<file path="config.mk">
export PLATFORM = sky130hd
export DESIGN_NAME = nic_csr_bank
export DESIGN_NICKNAME = d
export VERILOG_FILES = /design/src/rtl/nic_csr_pkg.sv /design/src/rtl/nic_csr_word.sv /design/src/rtl/nic_irq_ctrl.sv /design/src/rtl/nic_sa_table.sv /design/src/rtl/nic_csr_bank.sv
export SDC_FILE = /design/constraint.sdc
export NUM_CORES = 1
export LEC_CHECK = 0
export BUFFER_PORTS_ARGS = -buffer_cell sky130_fd_sc_hd__buf_2
export CAP_MARGIN = 40
export CORE_MARGIN = 5
export CORE_UTILIZATION = 47
export DETAILED_ROUTE_END_ITERATION = 10
export PLACE_DENSITY = 0.77
export SYNTH_ARGS = -nofsm -noshare
export SYNTH_HDL_FRONTEND = slang
export SYNTH_SLANG_ARGS = --single-unit
</file>
<file path="constraint.sdc">
create_clock -name clk -period 1.5 [get_ports clk]
set_input_delay 0.15 -clock clk [delete_from_list [all_inputs] [get_ports clk]]
set_output_delay 0.15 -clock clk [all_outputs]
set_load 0.02 [all_outputs]
</file>
<file path="src/rtl/nic_csr_pkg.sv">
package nic_csr_pkg;

    typedef logic [31:0] word_t;

    localparam int unsigned IDX_CTRL  = 0;
    localparam int unsigned IDX_TXST  = 1;
    localparam int unsigned IDX_RXST  = 2;
    localparam int unsigned IDX_ISR   = 3;
    localparam int unsigned IDX_IEN   = 4;
    localparam int unsigned IDX_IDIS  = 5;
    localparam int unsigned IDX_IMASK = 6;
    localparam int unsigned IDX_RXQ   = 7;
    localparam int unsigned IDX_TXQ   = 8;
    localparam int unsigned IDX_SA0   = 16;

    localparam word_t CTRL_RO  = 32'hFFF8_0000;
    localparam word_t CTRL_WO  = 32'h0007_3E60;
    localparam word_t TXST_RO  = 32'hFFFF_FE08;
    localparam word_t TXST_W1C = 32'h0000_01F7;
    localparam word_t RXST_RO  = 32'hFFFF_FFF0;
    localparam word_t RXST_W1C = 32'h0000_000F;
    localparam word_t QB_RO    = 32'h0000_0003;

    typedef struct packed {
        logic ctrl;
        logic txst;
        logic rxst;
        logic isr;
        logic ien;
        logic idis;
        logic imask;
        logic rxq;
        logic txq;
    } csr_sel_t;

    function automatic csr_sel_t decode_idx(input int unsigned idx);
        csr_sel_t s;
        s       = '0;
        s.ctrl  = (idx == IDX_CTRL);
        s.txst  = (idx == IDX_TXST);
        s.rxst  = (idx == IDX_RXST);
        s.isr   = (idx == IDX_ISR);
        s.ien   = (idx == IDX_IEN);
        s.idis  = (idx == IDX_IDIS);
        s.imask = (idx == IDX_IMASK);
        s.rxq   = (idx == IDX_RXQ);
        s.txq   = (idx == IDX_TXQ);
        return s;
    endfunction

    // Merge a bus write into a stored word under its access masks.
    function automatic word_t merge_write(input word_t old, input word_t wd,
                                          input word_t ro, input word_t w1c);
        word_t keep;
        word_t nv;
        keep = ro | w1c;
        nv   = ((wd & ~ro) & ~keep) | (old & keep);
        nv   = nv & ~(w1c & wd);
        return nv;
    endfunction

endpackage

</file>
<file path="src/rtl/nic_csr_word.sv">
module nic_csr_word
    import nic_csr_pkg::*;
#(
    parameter word_t RESET_VAL = '0,
    parameter word_t RO_MASK   = '0,
    parameter word_t W1C_MASK  = '0,
    parameter word_t WO_MASK   = '0
) (
    input  logic  clk,
    input  logic  rst,
    input  logic  wr_en,
    input  word_t wdata,
    input  word_t hw_set,
    output word_t q,
    output word_t rd_view
);

    word_t nxt;

    always_comb begin
        nxt = wr_en ? merge_write(q, wdata, RO_MASK, W1C_MASK) : q;
        // Hardware sets land after the clear, so they win a collision.
        nxt = nxt | (hw_set & W1C_MASK);
    end

    always_ff @(posedge clk) begin
        if (rst) q <= RESET_VAL;
        else     q <= nxt;
    end

    assign rd_view = q & ~WO_MASK;

endmodule

</file>
<file path="src/rtl/nic_irq_ctrl.sv">
module nic_irq_ctrl #(
    parameter int NIRQ = 27
) (
    input  logic            clk,
    input  logic            rst,
    input  logic            en_wr,
    input  logic            dis_wr,
    input  logic [NIRQ-1:0] wdata,
    input  logic            isr_rd,
    input  logic [NIRQ-1:0] evt,
    output logic [NIRQ-1:0] isr_q,
    output logic [NIRQ-1:0] mask_q,
    output logic            irq
);

    logic [NIRQ-1:0] isr_nxt;
    logic [NIRQ-1:0] mask_nxt;

    always_comb begin
        isr_nxt  = (isr_rd ? '0 : isr_q) | (evt & ~mask_q);
        mask_nxt = mask_q;
        if (en_wr)  mask_nxt = mask_nxt & ~wdata;
        if (dis_wr) mask_nxt = mask_nxt | wdata;
    end

    always_ff @(posedge clk) begin
        if (rst) begin
            isr_q  <= '0;
            mask_q <= '1;
            irq    <= 1'b0;
        end else begin
            isr_q  <= isr_nxt;
            mask_q <= mask_nxt;
            irq    <= |isr_nxt;
        end
    end

endmodule

</file>
<file path="src/rtl/nic_sa_table.sv">
module nic_sa_table #(
    parameter int ADDR_W  = 6,
    parameter int NUM_SA  = 4,
    parameter int SA_BASE = 16
) (
    input  logic                clk,
    input  logic                rst,
    input  logic                wr_en,
    input  logic [ADDR_W-1:0]   idx,
    input  logic [31:0]         wdata,
    output logic [NUM_SA*48-1:0] sa_addr,
    output logic [NUM_SA-1:0]   sa_active,
    output logic                hit,
    output logic [31:0]         rd_data
);

    logic [NUM_SA-1:0]       lo_hit;
    logic [NUM_SA-1:0]       hi_hit;
    logic [NUM_SA-1:0][31:0] lo_v;
    logic [NUM_SA-1:0][15:0] hi_v;

    for (genvar n = 0; n < NUM_SA; n++) begin : g_slot
        logic [31:0] lo_q;
        logic [15:0] hi_q;
        logic        act_q;

        assign lo_hit[n] = (idx == ADDR_W'(SA_BASE + 2*n));
        assign hi_hit[n] = (idx == ADDR_W'(SA_BASE + 2*n + 1));

        always_ff @(posedge clk) begin
            if (rst) begin
                lo_q  <= '0;
                hi_q  <= '0;
                act_q <= 1'b0;
            end else if (wr_en && lo_hit[n]) begin
                lo_q  <= wdata;
                act_q <= 1'b0;
            end else if (wr_en && hi_hit[n]) begin
                hi_q  <= wdata[15:0];
                act_q <= 1'b1;
            end
        end

        assign lo_v[n]               = lo_q;
        assign hi_v[n]               = hi_q;
        assign sa_active[n]          = act_q;
        assign sa_addr[48*n +: 48]   = {hi_q, lo_q};
    end

    always_comb begin
        rd_data = '0;
        for (int n = 0; n < NUM_SA; n++) begin
            if (lo_hit[n]) rd_data = rd_data | lo_v[n];
            if (hi_hit[n]) rd_data = rd_data | {16'h0, hi_v[n]};
        end
    end

    assign hit = (|lo_hit) | (|hi_hit);

endmodule

</file>
<file path="src/rtl/nic_csr_bank.sv">
module nic_csr_bank
    import nic_csr_pkg::*;
#(
    parameter int ADDR_W  = 6,
    parameter int NUM_IRQ = 27,
    parameter int NUM_SA  = 4
) (
    input  logic                 clk,
    input  logic                 rst,
    input  logic [ADDR_W-1:0]    bus_addr,
    input  logic                 bus_wr,
    input  logic                 bus_rd,
    input  logic [31:0]          bus_wdata,
    output logic [31:0]          bus_rdata,
    input  logic [NUM_IRQ-1:0]   evt_irq,
    input  logic [31:0]          evt_tx,
    input  logic [31:0]          evt_rx,
    output logic [31:0]          ctrl_q,
    output logic [31:0]          rxq_base,
    output logic [31:0]          txq_base,
    output logic [NUM_SA*48-1:0] sa_addr,
    output logic [NUM_SA-1:0]    sa_active,
    output logic                 irq
);

    csr_sel_t            sel;
    word_t               ctrl_rd, txst_q, txst_rd, rxst_q, rxst_rd;
    word_t               rxq_rd, txq_rd, sa_rd;
    logic                sa_hit;
    logic [NUM_IRQ-1:0]  isr_q;
    logic [NUM_IRQ-1:0]  mask_q;

    assign sel = decode_idx(32'(bus_addr));

    nic_csr_word #(.RESET_VAL('0), .RO_MASK(CTRL_RO), .W1C_MASK('0), .WO_MASK(CTRL_WO))
    u_ctrl (.clk(clk), .rst(rst), .wr_en(bus_wr && sel.ctrl), .wdata(bus_wdata),
            .hw_set('0), .q(ctrl_q), .rd_view(ctrl_rd));

    nic_csr_word #(.RESET_VAL('0), .RO_MASK(TXST_RO), .W1C_MASK(TXST_W1C), .WO_MASK('0))
    u_txst (.clk(clk), .rst(rst), .wr_en(bus_wr && sel.txst), .wdata(bus_wdata),
            .hw_set(evt_tx), .q(txst_q), .rd_view(txst_rd));

    nic_csr_word #(.RESET_VAL('0), .RO_MASK(RXST_RO), .W1C_MASK(RXST_W1C), .WO_MASK('0))
    u_rxst (.clk(clk), .rst(rst), .wr_en(bus_wr && sel.rxst), .wdata(bus_wdata),
            .hw_set(evt_rx), .q(rxst_q), .rd_view(rxst_rd));

    nic_csr_word #(.RESET_VAL('0), .RO_MASK(QB_RO), .W1C_MASK('0), .WO_MASK('0))
    u_rxq (.clk(clk), .rst(rst), .wr_en(bus_wr && sel.rxq), .wdata(bus_wdata),
           .hw_set('0), .q(rxq_base), .rd_view(rxq_rd));

    nic_csr_word #(.RESET_VAL('0), .RO_MASK(QB_RO), .W1C_MASK('0), .WO_MASK('0))
    u_txq (.clk(clk), .rst(rst), .wr_en(bus_wr && sel.txq), .wdata(bus_wdata),
           .hw_set('0), .q(txq_base), .rd_view(txq_rd));

    nic_irq_ctrl #(.NIRQ(NUM_IRQ)) u_irq (
        .clk(clk), .rst(rst),
        .en_wr(bus_wr && sel.ien), .dis_wr(bus_wr && sel.idis),
        .wdata(bus_wdata[NUM_IRQ-1:0]),
        .isr_rd(bus_rd && sel.isr),
        .evt(evt_irq),
        .isr_q(isr_q), .mask_q(mask_q), .irq(irq)
    );

    nic_sa_table #(.ADDR_W(ADDR_W), .NUM_SA(NUM_SA), .SA_BASE(IDX_SA0)) u_sa (
        .clk(clk), .rst(rst), .wr_en(bus_wr), .idx(bus_addr), .wdata(bus_wdata),
        .sa_addr(sa_addr), .sa_active(sa_active), .hit(sa_hit), .rd_data(sa_rd)
    );

    // Enable and disable words are write-only: they never drive read data.
    always_comb begin
        bus_rdata = '0;
        if (bus_rd) begin
            unique0 case (1'b1)
                sel.ctrl:  bus_rdata = ctrl_rd;
                sel.txst:  bus_rdata = txst_rd;
                sel.rxst:  bus_rdata = rxst_rd;
                sel.isr:   bus_rdata = 32'(isr_q);
                sel.imask: bus_rdata = 32'(mask_q);
                sel.rxq:   bus_rdata = rxq_rd;
                sel.txq:   bus_rdata = txq_rd;
                sa_hit:    bus_rdata = sa_rd;
                default:   bus_rdata = '0;
            endcase
        end
    end

endmodule

</file>
==> flow_summary.json, run 1 <==
{
  "path_delay_family": "compound AO/OA/AOI/OAI gates",
  "die_width_um": 187,
  "io_pins": 458,
  "status": "complete, but fails checks",
  "postPlaceCellArea_um2": 18800,
  "std_cell_rows": 65,
  "first_pass_iters": 6,
  "cts_root_buffer": "clkbuf_16",
  "r2r_end": "u_irq.irq$_SDFF_PP0_",
  "ant_nets": 0,
  "viasPerCell": 6.14,
  "ys_ff_latch": 342,
  "drt_wl_total_mm": 71.0,
  "initial_core_util_pct": 47.2,
  "wl_per_cell_um": 25.1,
  "hp-class": "in -> reg",
  "synth_top_family_by_area": "compound AO/OA/AOI/OAI gates",
  "yosys.area_share.simple_pct": 22.2,
  "crit_required_ns": 1.35,
  "post-route-min-period_ns": 2.12,
  "final_core_util_pct": 69.5,
  "fin_total_pwr_mw": 20.6,
  "synthMuxAreaShare_pct": 2.42,
  "synth_top_area_cell": "dfxtp_1",
  "place_congestion": 0.980,
  "synthAdderAreaFrac_pct": 0,
  "leakagePower_nw": 8.71,
  "synth_area_leaders": "dfxtp_1 (46%), nand2_1 (16%), a21oi_1 (11%)",
  "insertion_delay_ns": 0.52,
  "drt_iter0_drc": 2190,
  "antenna_found_initial": 3,
  "max_clock_freq_mhz": 472,
  "regToRegStartpoint": "u_irq.mask_q[6]$_SDFFE_PP1P_",
  "cts_tree": "yes",
  "cap_violations": 0,
  "htree_levels": 2,
  "avgSynthCellArea_um2": 7.91,
  "cts_buffer_depth": 3,
  "power_per_cell_area_nw_per_um2": 948,
  "failed_checks": "negative setup slack",
  "cpPeakStageDelay_ns": 0.41,
  "regArea_um2": 6860,
  "grt_pass1_vias": 16900,
  "yosysWarnings": 0,
  "drv_slew": 0,
  "die_area_um2": 35100,
  "min_path_cells": 3,
  "multi_input_area_um2": 7840,
  "vias": 17400,
  "grt_max_degree": 76,
  "reg2reg_depth": 5,
  "yosysUniqueCellTypes": 55,
  "track_usage_pct": 37.4,
  "path_cells": "mux2i_1 > or4_1 > a21oi_2 > a2111oi_4 > a31oi_4 > buf_6",
  "core_um2": 31300,
  "fillers": 2411,
  "io_buffers": 388,
  "drcViolationCount": 0,
  "synth_cells": 1870,
  "fin_nets": 2535,
  "stdcell_area_um2": 21800,
  "arrival_ns": 1.97,
  "synth_edf_count": 0,
  "synth_top_area_share_pct": 46.3,
  "synth_xor_area_share_pct": 0,
  "clk_pin_slew_worst_paths_ns": 0.06,
  "synth_compound_area_share_pct": 22.2,
  "start_kind": "register",
  "drive_gt1_share_pct": 35.0,
  "rsz0062_at_grt": "yes",
  "synth_most_common_cell": "nand2_1",
  "final_hold_viol_count": 0,
  "ff2ff_setup_slack_ns": 0.02,
  "ys.flop_type": "dfxtp_1",
  "fp.dieH_um": 187,
  "async_flop_share_pct": 0,
  "vdd_drop_max_mv": 0.844,
  "fin_skew_ns": 0.0142,
  "dpl.hpwl_mm": 49.0,
  "path_class": "reg -> out",
  "setup_ws_ns": -0.618,
  "cpMaxStageDelayCell": "or4_1",
  "cp_max_fo": 2,
  "seq_area_frac_synth_pct": 46.3,
  "areaGrowthSynthToFinish_pct": 47.3,
  "cts_made_buffers": 37,
  "finalSetupViolCount": 81,
  "min_period_over_period_pct": 141,
  "cts_sinks": 342,
  "worstSetupEndpointType": "output port",
  "grt_pass1_wl_mm": 103,
  "hold_end": "u_sa.g_slot[0].hi_q[10]$_SDFFE_PP0P_",
  "crit_buf_inv": 1,
  "overflow": 0,
  "syn_area_um2": 14800,
  "synth_common_cells": "nand2_1 (626), dfxtp_1 (342), a21oi_1 (330), clkbuf_1 (87), a22oi_1 (63)",
  "hp-start": "bus_wdata[10]",
  "setup-tns-final_ns": -17.77
}
how the worst max path moves through the flow:
stage	startpoint	end	slack, ns	depth (start not counted)
after floorplan	bus_addr[5]	bus_rdata[10]	-0.25	7
after global placement	bus_addr[3]	bus_rdata[21]	-0.59	7
after detailed placement	bus_addr[3]	bus_rdata[21]	-0.63	7
after CTS	u_irq.isr_q[13]$_SDFF_PP0_	bus_rdata[13]	-0.57	6
after global routing	u_sa.g_slot[3].lo_q[5]$_SDFFE_PP0P_	bus_rdata[5]	-0.64	6
final	u_irq.isr_q[13]$_SDFF_PP0_	bus_rdata[13]	-0.62	6
cells by family (layout without fill, tap and decap cells):
kind of cell	after synthesis	in the layout
compound gates	520	520
buf+inv	198	738
flops	342	342
mux	33	33
other cells	1	20
simple gates	776	778
placed cells by master, fill, tap and decap left out, types with 20 or more instances in the layout:
| cell | Yosys | layout |
|---|---|---|
| nand2_1 | 626 | 625 |
| nand2b_1 | 21 | 20 |
| buf_4 | 48 | 163 |
| dfxtp_1 | 342 | 332 |
| buf_6 | 3 | 50 |
| nor2_1 | 39 | 34 |
| dlygate4sd3_1 | 0 | 47 |
| buf_12 | 0 | 50 |
| a22oi_1 | 63 | 41 |
| a221o_1 | 28 | 28 |
| clkbuf_16 | 0 | 43 |
| a21oi_1 | 330 | 313 |
| a22oi_2 | 1 | 23 |
| buf_2 | 55 | 350 |
through the flow:
stage | hold slack, ns | setup WS [ns] | cells
floorplan | 0.267 | -0.253 | 1886
global placement | 0.358 | -0.594 | 2691
detailed placement | 0.363 | -0.628 | 2691
CTS | 0.00483 | -0.567 | 2814
global route | 0.0132 | -0.636 | 2831
finish | 0.0146 | -0.618 | 2833
registers in the layout (all words and copies together) (netlist names):
signal             count
u_irq.mask_q          27
u_rxq.q               30
u_sa.g_slot.lo_q     128
u_rxst.q               4
u_txst.q               8
u_sa.g_slot.act_q      4
u_ctrl.q              19
u_sa.g_slot.hi_q      64
u_txq.q               30
u_irq.isr_q           27
u_irq.irq              1
worst min-delay path, stage by stage:
cell and delay [ns]:
buf_2 0.20, nand2_1 0.09, a21oi_1 0.05
timing repair:
action                                  in CTS  in global routing
gates cloned                                 1                  6
pin swaps                                   36                 44
buffers inserted                            10                 12
hold buffers                                47                  0
endpoints found under the hold margin      138                  0
endpoints found under the setup margin      34                 59
gates resized for setup                    130                 78
routing by layer:
metal	GRT usage [%]	part of all wire, %	up-vias
li1	-	-	7493
met5	0	0.028	-
met3	8.94	12	309
met4	18.2	5.8	4
met1	47.7	37	8181
met2	59.7	45	1410
power breakdown:
| group | internal (mW) | leakage (nW) | total, mW | switching (mW) |
|---|---|---|---|---|
| logic | 0.556 | 5.29 | 1.48 | 0.921 |
| clock network | 6.14 | 0.659 | 9.96 | 3.82 |
| registers | 9.14 | 2.76 | 9.20 | 0.0541 |
| total | 15.8 | 8.71 | 20.6 | 4.80 |
layout make-up:
type	instances	share of cell area (%)
Sequential cell	342	31.5
Timing Repair Buffer	671	24.0
Clock buffer	54	5.25
Tap cell	402	2.31
Inverter	2	0.0345
Antenna cell	3	0.0345
Clock inverter	11	0.862
Multi-Input combinational cell	1348	36.0
Note: power is estimated with default switching activity, not from simulation.
==> run 2, diff against run 1 <==
--- a/config.mk
+++ b/config.mk
@@ -7,10 +7,10 @@
 export LEC_CHECK = 0
 export BUFFER_PORTS_ARGS = -buffer_cell sky130_fd_sc_hd__buf_2
 export CAP_MARGIN = 40
-export CORE_MARGIN = 5
-export CORE_UTILIZATION = 47
+export CORE_AREA = 5 5 174 176
 export DETAILED_ROUTE_END_ITERATION = 10
-export PLACE_DENSITY = 0.77
+export DIE_AREA = 0 0 179 181
+export PLACE_DENSITY = 0.81
 export SYNTH_ARGS = -nofsm -noshare
 export SYNTH_HDL_FRONTEND = slang
 export SYNTH_SLANG_ARGS = --single-unit
==> constraint.sdc (replaced) <==
create_clock -name clk -period 2.45 [get_ports clk]
set_input_delay 0.245 -clock clk [delete_from_list [all_inputs] [get_ports clk]]
set_output_delay 0.245 -clock clk [all_outputs]
set_load 0.02 [all_outputs]
==> run 2 against run 1 <==
  * The run still ends with negative setup slack left
  * Sequential power fell by 39%
  * Cell count shrank 6.1%
  * Clock skew fell by 0.0025 ns
  * Routed wire length fell by 7.4%
  * Flip-flop and latch count stayed put
  * Register-to-register slack improved by 0.75 ns
  * Setup slack better by 0.60 ns
==> flow_summary.json, run 2 (synthesized netlist as in run 1, its figures left out) <==
{
  "htree_levels": 2,
  "die_area_um2": 32400,
  "internal_power_mw": 9.84,
  "max_clock_freq_mhz": 405,
  "setup_ws_ns": -0.0185,
  "drt_iter0_drc": 2430,
  "cts_root_buffer": "clkbuf_16",
  "p_comb_share_pct": 5.7,
  "core_um2": 28500,
  "largest_register_ffs": 128,
  "grt_pass1_vias": 15700,
  "leakagePower_nw": 7.63,
  "arrival_ns": 2.22,
  "fin_skew_ns": 0.0117,
  "hold_ws_ns": 0.00799,
  "failed_checks": "negative setup slack",
  "cap_violations": 0,
  "clk_pin_slew_worst_paths_ns": 0.07,
  "viasPerCell": 6.23,
  "final_hold_viol_count": 0,
  "cts_made_buffers": 36,
  "preCtsSetupSlack_ns": 0.0345,
  "rsz0062_at_grt": "yes",
  "setup-tns-final_ns": -0.0187,
  "cts_buffer_depth": 3,
  "areaGrowthSynthToFinish_pct": 28.7,
  "largestRegisters": "u_sa.g_slot.lo_q (128), u_sa.g_slot.hi_q (64)",
  "clkPwrFrac_pct": 50.0,
  "hp-class": "in -> reg",
  "wl_per_cell_um": 24.7,
  "overflow": 0,
  "numPlacedInstances": 2574,
  "p_seq_share_pct": 44.3,
  "vdd_drop_max_mv": 0.559,
  "start_kind": "register",
  "first_pass_iters": 6,
  "dpl.hpwl_mm": 45.6,
  "cts_sinks": 342,
  "insertion_delay_ns": 0.53,
  "final_cell_mix": "nand2_1 (625), buf_2 (384), dfxtp_1 (342)",
  "drcViolationCount": 0,
  "post-route-min-period_ns": 2.47,
  "largest_register": "u_sa.g_slot.lo_q",
  "cp_max_fo": 3,
  "p_sw_share_pct": 22.6,
  "std_cell_rows": 62,
  "initial_core_util_pct": 51.9,
  "fin_total_pwr_mw": 12.7,
  "grt_pass1_wl_mm": 95.2,
  "slew_headroom_pct": 45.8,
  "die_width_um": 179,
  "worstMarginPinSlew_ns": 0.813,
  "layout.cells.non_filler": 2660,
  "finalSetupViolCount": 2,
  "cts_tree": "yes",
  "fp.dieH_um": 181,
  "drv_slew": 0,
  "final_common_cell": "nand2_1",
  "track_usage_pct": 38.1,
  "min_period_over_period_pct": 101,
  "path_class": "reg -> out",
  "status": "complete, but fails checks",
  "io_buffers": 388,
  "crit_required_ns": 2.20,
  "grt_max_degree": 114,
  "antenna_found_initial": 4,
  "place_congestion": 0.977,
  "io_pins": 458,
  "final_core_util_pct": 66.9,
  "fin_nets": 2378,
  "worstSetupEndpointType": "output port",
  "power_per_cell_area_nw_per_um2": 668,
  "stdcell_area_um2": 19000,
  "postPlaceCellArea_um2": 17400,
  "switchingPower_mw": 2.87,
  "drive_gt1_share_pct": 27.2,
  "vias": 16600,
  "drt_wl_total_mm": 65.8,
  "ant_nets": 0
}
-- run 2: changes by cell type in the layout (fill, tap and decap cells not counted), sizes merged, moves of 2 or more --
| cell | previous run | this run |
|---|---|---|
| clkbuf | 58 | 50 |
| dlygate4sd3 | 47 | 14 |
| bufinv | 5 | 9 |
| buf | 620 | 502 |
| nand2 | 631 | 629 |
-- run 2: power groups by stage --
stage,logic [mW],clock network [mW],registers (mW)
2_1_floorplan,0.366,0,5.76
3_3_place_gp,0.667,0,5.75
3_5_place_dp,0.672,0,5.75
4_1_cts,0.693,6.37,5.63
5_1_grt,0.745,6.60,5.63
6_report,0.723,6.36,5.63
-- run 2: layout make-up --
cell class / count / area [µm²]
diodes: 3 / 7.51
clock buffers: 49 / 1070
clock inverters: 17 / 318
fillers: 2348 / 9440
inverters: 2 / 7.51
multi-input cells: 1346 / 7040
flip-flops and latches: 342 / 6850
well taps: 384 / 480
repair buffers: 517 / 3260
-- run 2: critical path, cell delays in order, from the launching register on --
cell and delay (ns):
dfxtp_1 0.43, mux2i_1 0.13, or4_1 0.44, a21oi_2 0.20
a2111oi_0 0.09, a31oi_1 0.20, buf_2 0.21
-- run 2: per-layer routing --
metal | share of wire, % | track usage [%] | up-vias | wire (µm)
li1 | - | - | 7177 | -
met1 | 36 | 48.2 | 7724 | 23800
met2 | 44 | 60.5 | 1380 | 29300
met3 | 13 | 9.43 | 302 | 8790
met4 | 6.0 | 18.8 | 2 | 3980
met5 | 0.020 | 0 | - | 13
-- run 2: worst paths after layout --
| path | start | endpoint | depth (start not counted) | slack, ns |
|---|---|---|---|---|
| worst min register to register | u_ctrl.q[13]$_SDFFE_PP0P_ | u_ctrl.q[13]$_SDFFE_PP0P_ | 2 | 0.45 |
| worst max register to register | u_irq.mask_q[6]$_SDFFE_PP1P_ | u_irq.irq$_SDFF_PP0_ | 4 | 0.77 |
| worst min-delay path | evt_tx[6] | u_txst.q[6]$_SDFF_PP0_ | 3 | 0.008 |
| worst max-delay path | u_sa.g_slot[1].hi_q[13]$_SDFFE_PP0P_ | bus_rdata[13] | 6 | -0.02 |
-- run 2: repair_timing --
action	4_1_cts	5_1_grt
gates resized for setup	0	7
buffers inserted	0	3
hold endpoints to repair	20	0
hold buffers	14	0
setup endpoints to repair	0	8
==> run 3, diff against run 2 <==
--- a/config.mk
+++ b/config.mk
@@ -7,10 +7,11 @@
 export LEC_CHECK = 0
 export BUFFER_PORTS_ARGS = -buffer_cell sky130_fd_sc_hd__buf_2
 export CAP_MARGIN = 40
-export CORE_AREA = 5 5 174 176
+export CORE_ASPECT_RATIO = 1.2
+export CORE_MARGIN = 5
+export CORE_UTILIZATION = 42
 export DETAILED_ROUTE_END_ITERATION = 10
-export DIE_AREA = 0 0 179 181
-export PLACE_DENSITY = 0.81
+export PLACE_DENSITY = 0.68
 export SYNTH_ARGS = -nofsm -noshare
 export SYNTH_HDL_FRONTEND = slang
 export SYNTH_SLANG_ARGS = --single-unit
==> run 3 against run 2 <==
  * Cell count rose by 2.7%
  * The flow now finishes without violations
  * Die area rose by 21%
  * Core utilization fell by 13 points
  * Critical path type is now in -> out
  * Register-to-register slack barely moved
  * Hold slack improved by 0.012 ns
==> flow_summary.json, run 3 (synthesized netlist as in run 1, its figures left out) <==
{
  "arrival_ns": 2.19,
  "largest_register": "u_sa.g_slot.lo_q",
  "cts_root_buffer": "clkbuf_16",
  "grt_pass1_wl_mm": 97.2,
  "final_hold_viol_count": 0,
  "finalSetupViolCount": 0,
  "cts_tree": "yes",
  "largestRegisters": "u_sa.g_slot.lo_q (128), u_sa.g_slot.hi_q (64)",
  "insertion_delay_ns": 0.53,
  "cp_max_fo": 12,
  "largest_register_ffs": 128,
  "track_usage_pct": 32.1,
  "drive_gt1_share_pct": 26.6,
  "die_area_um2": 39100,
  "crit_buf_inv": 5,
  "cpPeakStageDelay_ns": 0.35,
  "grt_max_degree": 88,
  "power_per_cell_area_nw_per_um2": 634,
  "io_pins": 458,
  "drv_slew": 0,
  "final_cell_mix": "nand2_1 (625), buf_2 (386), dfxtp_1 (342)",
  "min_period_over_period_pct": 99.5,
  "dpl.hpwl_mm": 46.5,
  "viasPerCell": 5.88,
  "max_clock_freq_mhz": 410,
  "drt_wl_total_mm": 66.6,
  "final_common_cell": "nand2_1",
  "hold_ws_ns": 0.0205,
  "io_buffers": 388,
  "drcViolationCount": 0,
  "path_delay_family": "buffers and inverters",
  "cpMaxStageDelayCell": "nand4bb_1",
  "cts_made_buffers": 36,
  "worstMarginPinSlew_ns": 0.576,
  "path_class": "in -> out",
  "place_congestion": 0.939,
  "drt_iter0_drc": 2076,
  "core_um2": 34900,
  "path_cells": "buf_2 > nand4bb_1 > buf_4 > nor2_2 > buf_12 > buf_4 > a22oi_1 > a31oi_1 > buf_2",
  "fp.dieH_um": 216,
  "antenna_found_initial": 4,
  "fin_total_pwr_mw": 11.9,
  "start_kind": "input port",
  "fin_skew_ns": 0.0138,
  "worstSetupEndpointType": "output port",
  "first_pass_iters": 10,
  "post-route-min-period_ns": 2.44,
  "vias": 16100,
  "overflow": 0,
  "fillers": 3307,
  "multi_input_area_um2": 7050,
  "areaGrowthSynthToFinish_pct": 27.2,
  "crit_required_ns": 2.20,
  "rsz0062_at_grt": "yes",
  "ant_nets": 0,
  "hp-class": "in -> reg",
  "slew_headroom_pct": 61.6,
  "regArea_um2": 6850,
  "vdd_drop_max_mv": 0.474,
  "fin_nets": 2375,
  "cap_violations": 0,
  "preCtsSetupSlack_ns": -0.00326,
  "die_width_um": 181,
  "setup_ws_ns": 0.0131,
  "grt_pass1_vias": 15200,
  "cts_buffer_depth": 3,
  "status": "finished clean",
  "wl_per_cell_um": 24.4,
  "cts_sinks": 342,
  "htree_levels": 2,
  "leakagePower_nw": 7.47,
  "clk_pin_slew_worst_paths_ns": 0.07,
  "std_cell_rows": 75,
  "initial_core_util_pct": 42.4
}
==> run 3: changes by cell type in the layout (fill, tap and decap cells not counted), sizes merged <==
| cell | before | now |
|---|---|---|
| buf | 502 | 496 |
| bufinv | 9 | 3 |
| dlygate4sd3 | 14 | 17 |
| clkbuf | 50 | 52 |
| clkinvlp | 0 | 2 |
| inv | 4 | 2 |
| clkinv | 6 | 5 |
| diode | 3 | 4 |
| nor2 | 47 | 48 |
==> run 3: area by class of cell <==
cell class / count / share of cell area, %
flip-flops and latches: 342 / 36.4
diodes: 4 / 0.0532
repair buffers: 513 / 16.6
inverters: 2 / 0.0399
multi-input cells: 1347 / 37.5
clock buffers: 52 / 5.59
clock inverters: 10 / 0.712
well taps: 462 / 3.07
==> run 3: final timing paths <==
| path | to | depth (start not counted) | start | slack, ns |
|---|---|---|---|---|
| max | bus_rdata[13] | 9 | bus_addr[5] | 0.01 |
| min | u_txq.q[25]$_SDFFE_PP0P_ | 3 | bus_wdata[25] | 0.02 |
| max reg2reg | u_irq.irq$_SDFF_PP0_ | 4 | u_irq.mask_q[6]$_SDFFE_PP1P_ | 0.78 |
| min reg2reg | u_ctrl.q[18]$_SDFFE_PP0P_ | 2 | u_ctrl.q[18]$_SDFFE_PP0P_ | 0.45 |
==> run 3: routing by layer <==
metal / vias up / routed length (µm) / GRT usage (%)
met5: - / 0 / 0
met4: 0 / 3870 / 16.2
met3: 223 / 6750 / 6.97
met2: 1077 / 31000 / 52.2
met1: 7598 / 25000 / 40.1
li1: 7153 / - / -
==> run 3: worst min-delay path: cells and delay by family <==
family	cells	cell delay, ns
and+or+nand+nor	1	0.07
buffers and inverters	1	0.15
AOI/OAI and AO/OA	1	0.05
==> run 3: repair_timing <==
action | 4_1_cts | 5_1_grt
setup buffers | 0 | 4
endpoints found under the hold margin | 23 | 0
pin swaps | 0 | 5
endpoints found under the setup margin | 1 | 16
gates resized for setup | 1 | 7
cloned | 0 | 1
hold buffers | 17 | 0
==> run 3: stage by stage <==
| stage | TNS [ns] | utilization [%] | instance area [µm²] | instances |
|---|---|---|---|---|
| floorplan | 0 | - | 14800 | 1886 |
| global placement | 0 | 49.8 | 17400 | 2644 |
| detailed placement | -0.00326 | 49.8 | 17400 | 2644 |
| CTS | 0 | 53.7 | 18700 | 2723 |
| global route | -0.0840 | 53.9 | 18800 | 2732 |
| finish | 0 | 53.9 | 18800 | 2732 |
==> run 3: power breakdown <==
| part | switching [mW] | internal, mW | total (mW) |
|---|---|---|---|
| clock | 2.30 | 3.30 | 5.60 |
| combinational | 0.494 | 0.211 | 0.705 |
| sequential | 0.0297 | 5.60 | 5.63 |
